`config.mk`:
```
export PLATFORM = sky130hd
export DESIGN_NAME = parking_arbiter
export DESIGN_NICKNAME = d
export VERILOG_FILES = /design/src/rtl/parking_arb_pkg.sv /design/src/rtl/parking_arb_cfg.sv /design/src/rtl/parking_arb_rr.sv /design/src/rtl/parking_arb_slot.sv /design/src/rtl/parking_arbiter.sv
export SDC_FILE = /design/constraint.sdc
export NUM_CORES = 1
export LEC_CHECK = 0
export BUFFER_PORTS_ARGS = -buffer_cell sky130_fd_sc_hd__buf_4
export CAP_MARGIN = 25
export CORE_MARGIN = 3
export CORE_UTILIZATION = 40
export CTS_BUF_LIST = sky130_fd_sc_hd__clkbuf_8
export CTS_CLUSTER_SIZE = 8
export DETAILED_ROUTE_END_ITERATION = 16
export GPL_ROUTABILITY_DRIVEN = 1
export HOLD_SLACK_MARGIN = 0.1
export PLACE_DENSITY_LB_ADDON = 0.25
export SYNTH_ARGS = -nofsm -noshare
export SYNTH_HDL_FRONTEND = slang
export SYNTH_SLANG_ARGS = --single-unit
```
`constraint.sdc`:
```
create_clock -name clk -period 4.09 [get_ports clk]
set_input_delay 0.2045 -clock clk [delete_from_list [all_inputs] [get_ports clk]]
set_output_delay 0.2045 -clock clk [all_outputs]
set_load 0.02 [all_outputs]
```
`src/rtl/parking_arb_pkg.sv`:
```
package parking_arb_pkg;

  // Field placement inside the configuration word
  localparam int SLOT_LSB = 0;
  localparam int SLOT_W   = 8;
  localparam int POL_LSB  = 16;
  localparam int POL_W    = 2;
  localparam int PARK_LSB = 18;
  localparam int PARK_W   = 3;

  typedef enum logic [POL_W-1:0] {
    PARK_NONE  = 2'd0,
    PARK_LAST  = 2'd1,
    PARK_FIXED = 2'd2,
    PARK_RSVD  = 2'd3
  } park_pol_e;

endpackage

```
`src/rtl/parking_arb_cfg.sv`:
```
module parking_arb_cfg
  import parking_arb_pkg::*;
#(
  parameter int N_MST = 5,
  parameter int CFG_W = 32,
  parameter int IDX_W = $clog2(N_MST)
) (
  input  logic [CFG_W-1:0]  cfg_word,
  output logic [SLOT_W-1:0] slot_lim,
  output park_pol_e         pol_eff,
  output logic [IDX_W-1:0]  park_idx
);

  logic [PARK_W-1:0] park_raw;
  logic [POL_W-1:0]  pol_raw;
  logic              park_ok;

  assign slot_lim = cfg_word[SLOT_LSB +: SLOT_W];
  assign pol_raw  = cfg_word[POL_LSB +: POL_W];
  assign park_raw = cfg_word[PARK_LSB +: PARK_W];
  assign park_ok  = 32'(park_raw) < N_MST;
  assign park_idx = IDX_W'(park_raw);

  // Reserved policy and an out-of-range fixed index both fold to "no parking"
  always_comb begin
    unique case (pol_raw)
      2'd1:    pol_eff = PARK_LAST;
      2'd2:    pol_eff = park_ok ? PARK_FIXED : PARK_NONE;
      default: pol_eff = PARK_NONE;
    endcase
  end

endmodule

```
`src/rtl/parking_arb_rr.sv`:
```
module parking_arb_rr #(
  parameter int N_MST = 5,
  parameter int IDX_W = $clog2(N_MST)
) (
  input  logic [N_MST-1:0] cand,
  input  logic [IDX_W-1:0] prev,
  output logic             found,
  output logic [IDX_W-1:0] pick
);

  // Walk from farthest to nearest so the nearest candidate after prev wins
  always_comb begin
    found = 1'b0;
    pick  = prev;
    for (int k = N_MST; k >= 1; k--) begin
      int j;
      j = int'(prev) + k;
      if (j >= N_MST) j = j - N_MST;
      if (cand[IDX_W'(j)]) begin
        found = 1'b1;
        pick  = IDX_W'(j);
      end
    end
  end

endmodule

```
`src/rtl/parking_arb_slot.sv`:
```
module parking_arb_slot #(
  parameter int CNT_W = 8
) (
  input  logic             clk,
  input  logic             rst_n,
  input  logic             tick,
  input  logic             reload,
  input  logic [CNT_W-1:0] lim,
  output logic             at_limit
);

  logic [CNT_W-1:0] beats_q;
  logic [CNT_W:0]   beats_next;

  always_ff @(posedge clk) begin
    if (!rst_n)
      beats_q <= '0;
    else if (reload)
      beats_q <= '0;
    else if (tick && (beats_q != '1))
      beats_q <= beats_q + CNT_W'(1);
  end

  // True when the beat being served now is the lim-th of this tenure
  assign beats_next = {1'b0, beats_q} + (CNT_W+1)'(1);
  assign at_limit   = (lim != '0) && (beats_next >= {1'b0, lim});

endmodule

```
`src/rtl/parking_arbiter.sv`:
```
module parking_arbiter
  import parking_arb_pkg::*;
#(
  parameter int N_MST = 5,
  parameter int CFG_W = 32
) (
  input  logic             clk,
  input  logic             rst_n,
  input  logic [N_MST-1:0] req,
  input  logic [N_MST-1:0] last,
  input  logic [CFG_W-1:0] cfg_word,
  output logic [N_MST-1:0] grant,
  output logic             connected
);

  localparam int IDX_W = $clog2(N_MST);

  logic              conn_q, conn_d;
  logic [IDX_W-1:0]  own_q, own_d;
  logic [N_MST-1:0]  own_oh;
  logic [SLOT_W-1:0] slot_lim;
  park_pol_e         pol_eff;
  logic [IDX_W-1:0]  park_idx;
  logic              tick, preempt, redecide, at_limit, found;
  logic [N_MST-1:0]  cand;
  logic [IDX_W-1:0]  pick;

  parking_arb_cfg #(.N_MST(N_MST), .CFG_W(CFG_W), .IDX_W(IDX_W)) u_cfg (
    .cfg_word (cfg_word),
    .slot_lim (slot_lim),
    .pol_eff  (pol_eff),
    .park_idx (park_idx)
  );

  for (genvar i = 0; i < N_MST; i++) begin : g_oh
    assign own_oh[i] = (own_q == IDX_W'(i));
  end

  // A beat is served when the connected master is requesting
  assign tick     = conn_q && req[own_q];
  assign cand     = tick ? (req & ~own_oh) : req;
  assign preempt  = tick && at_limit && (cand != '0);
  assign redecide = !tick || last[own_q] || preempt;

  parking_arb_slot #(.CNT_W(SLOT_W)) u_slot (
    .clk      (clk),
    .rst_n    (rst_n),
    .tick     (tick),
    .reload   (redecide),
    .lim      (slot_lim),
    .at_limit (at_limit)
  );

  parking_arb_rr #(.N_MST(N_MST), .IDX_W(IDX_W)) u_rr (
    .cand  (cand),
    .prev  (own_q),
    .found (found),
    .pick  (pick)
  );

  always_comb begin
    conn_d = conn_q;
    own_d  = own_q;
    if (redecide) begin
      if (found) begin
        conn_d = 1'b1;
        own_d  = pick;
      end else begin
        unique case (pol_eff)
          PARK_LAST:  ;
          PARK_FIXED: begin
            conn_d = 1'b1;
            own_d  = park_idx;
          end
          default:    conn_d = 1'b0;
        endcase
      end
    end
  end

  always_ff @(posedge clk) begin
    if (!rst_n) begin
      conn_q <= 1'b0;
      own_q  <= '0;
    end else begin
      conn_q <= conn_d;
      own_q  <= own_d;
    end
  end

  assign grant     = conn_q ? own_oh : '0;
  assign connected = conn_q;

endmodule

```
==> summary.md <==
| Metric | Value |
|---|---|
| First-pass GRT wire length | 11360 um |
| Worst endpoint required time | 4.22 ns |
| Vias | 2540 |
| Tmin final | 3.835 ns |
| Mux contribution to synthesized area | 4.251% |
| Worst hold margin | 0.2290 ns |
| Commonest non-fill, non-tap cell in the layout | buf_4 |
| Buffer levels on the longest clock path | 2 |
| Htree depth | 1 |
| Clock-pin slew on the worst setup and hold paths | 0.05 ns |
| Critical path type | flip-flop to flip-flop |
| Critical Path Fanout Max | 8 |
| Worst VDD drop | 325.1 uV |
| DRT Pass-1 Iters | 4 |
| PortBufs | 30 |
| Post-layout util | 50.52% |
| Area share of the leading cell type in the synthesized netlist | 13.08% |
| Largest family of logic cells by synthesized area | compound AO/OA/AOI/OAI gates |
| Area of the multi-input gates | 1909 um^2 |
| Net Sw Frac | 52.72% |
| Sequential area share after synthesis | 10.46% |
| Simple-gate portion of the synthesized area | 28.83% |
| Average cell area after synthesis | 7.108 um^2 |
| Core ar. | 5335 um^2 |
| Max Freq | 260.8 MHz |
| DR iter-0 viols | 206 |
| Layout fillers | 558 |
| Vias in the first global route | 2451 |
| Adder and majority cell fraction of the synthesized area | 13.95% |
| Yosys cell types | 64 |
| Post-Syn Nets | 392 |
| Routed Antenna Nets | 0 |
| Part of the power in registers | 8.9% |
| Number of enable flip-flop cells after synthesis | 0 |
| Vias per cell | 5.948 |
| Max-slew violations | 0 |
| Power per cell area | 670.0 nW/um^2 |
| Logic pwr share | 85.1% |
| CTS tree | done |
| Drt wl/cell | 15.96 um |
| Commonest cells after routing, fill and taps aside | buf_4, nand2_1, nor2_1, ha_1, o21ai_0 |
| Critical Path Start Type | flip-flop |
| Clock skew | 0.005153 ns |
| CTS buffer count | 3 |
| Clock Latency Late Sink | 0.24 ns |
| Yosys top cell by area | ha_1 |
| Std cell rows | 26 |
| Final nets | 428 |
| Final worst-path cycle share | 93.76% |
| Root Buffer | clkbuf_8 |
| Ys async rst share | 0% |
| Clock power frac | 6.0% |
| DRC | 0 |
| Seq. cell area | 240.2 um^2 |
| Post-synthesis compound-gate area fraction | 30.41% |
| Final number of setup-violating endpoints | 0 |
| IO Count | 50 |
| Hold Crit Class | input port to flip-flop |
| Hold Buf Count CTS | 0 |
| GPL Wtd Cong | 0.9639 |
| Chip width | 81.76 um |
| Max-cap violations | 0 |
| Worst-Margin Slew | 0.7815 ns |
| Ant. Diodes | 0 |
| Max-slew headroom | 47.79% |
| RSZ-0062 raised after global routing | false |
| Fraction of layout cells with a size suffix above 1 | 17.09% |
| Setup TNS | 0 ns |
| WP data arrival | 3.97 ns |
| Sw Pwr | 952.0 uW |
| Tot GR Track Use | 21.49% |
| Status | completed |
| Post-Syn Instances | 323 |
| Worst setup EP type | flip-flop |
| Cell Area, Synth | 2296 um^2 |
| Dpl hpwl | 5409 um |
| Yosys warns | 0 |
| Synth-to-Final Area Change | 17.38% |
| Initial antenna violation count | 0 |
| Total grt overflow | 0 |
| Synth Register Bits | 12 |
| Final Hold Fails | 0 |
| Sink Count | 12 |
| Starting Density | 43.03% |
| Die area | 6685 um^2 |
| Largest net degree at the start of global routing | 17 |
| Die height | 81.76 um |
| Leak | 1.170 nW |
| P_int | 853.7 uW |
| Synth Area in XOR/XNOR | 5.722% |
| Main synth FF type | dfxtp_1 |
| Area contributors post-synth | ha_1, dfxtp_1, o21ai_0, nand2_1, nor2_1 |
| Routed Wire Length | 6814 um |
## layer usage
| metal | vias to the layer above | global-route usage [%] | part of all wire, % |
|---|---|---|---|
| met5 | - | 0 | 0 |
| met3 | 14 | 2.193 | 6.4 |
| met4 | 0 | 7.143 | 2.0 |
| met2 | 91 | 37.72 | 48 |
| met1 | 1170 | 27.24 | 44 |
| li1 | 1265 | - | - |
## layout make-up
class / count / area share, %
flip-flops and latches: 12 / 8.914
clock buffers: 3 / 1.532
well taps: 70 / 3.250
repair buffers: 44 / 12.26
multi-input cells: 276 / 70.85
inverters: 22 / 3.203
## kinds of logic after synthesis
group | count (synthesis)
simple gates | 128
buf+inv | 35
xor+xnor | 15
fa+ha+maj | 25
flops | 12
compound gates | 101
mux | 7
## worst paths after layout
kind	start	end	slack [ns]	cells after the start
setup / recovery	own_q[0]	own_q[0]	0.26	12
setup reg to reg	own_q[0]	own_q[0]	0.26	12
hold / removal	rst_n	own_q[1]	0.23	3
hold reg to reg	u_slot.beats_q[1]	u_slot.beats_q[1]	0.47	2
## per-stage QoR
| stage | instances | setup slack, ns | area (um^2) | power (mW) |
|---|---|---|---|---|
| 6_report | 427 | 0.2554 | 2695 | 1.806 |
| 5_1_grt | 427 | 0.02787 | 2695 | 1.974 |
| 4_1_cts | 427 | 0.2917 | 2691 | 1.778 |
| 3_5_place_dp | 424 | 0.3033 | 2650 | 1.658 |
| 3_3_place_gp | 424 | 0.4215 | 2650 | 1.638 |
| 2_1_floorplan | 323 | 0.5397 | 2296 | 1.278 |
## critical path, stage by stage, from the launching register on
cell and delay [ns]:
dfxtp_1 0.49, inv_1 0.20, ha_1 0.24, ha_1 0.37, or2_2 0.32, o21ai_0 0.34
o211ai_1 0.25, a21oi_1 0.22, a311oi_1 0.06, o311ai_0 0.24, nor2_1 0.22, or4_1 0.53
a32o_1 0.24
## repair_timing
action / in CTS / in global routing
endpoints found under the setup margin: 0 / 2
buffers inserted: 0 / 0
resized for setup: 0 / 2
## flip-flops by register name, summed over array words and instances, names as in the netlist
name,cells
u_slot.beats_q,8
own_q,3
connected,1
## cell usage after synthesis, types with 4 or more instances
cell type / number
a21oi_1: 16
a21boi_0: 5
nand3_1: 10
clkbuf_1: 6
o211ai_1: 9
a31oi_1: 4
a211oi_1: 5
nand2_1: 32
ha_1: 24
inv_1: 21
nor3_1: 10
o21a_1: 6
xor2_1: 7
nor2b_1: 13
and2_1: 5
o21ai_0: 24
nand2b_1: 6
buf_2: 6
dfxtp_1: 12
nand4_1: 4
xnor2_1: 8
nor2_1: 25
## power by group through the flow
stage                     sequential [mW]  combinational, mW  clock, mW
final                               0.161               1.54      0.108
after global routing                0.165               1.69      0.118
after CTS                           0.161               1.51      0.112
after detailed placement            0.164               1.49          0
after global placement              0.163               1.47          0
after floorplan                     0.166               1.11          0
No activity file was read; power rests on OpenSTA's default activity.
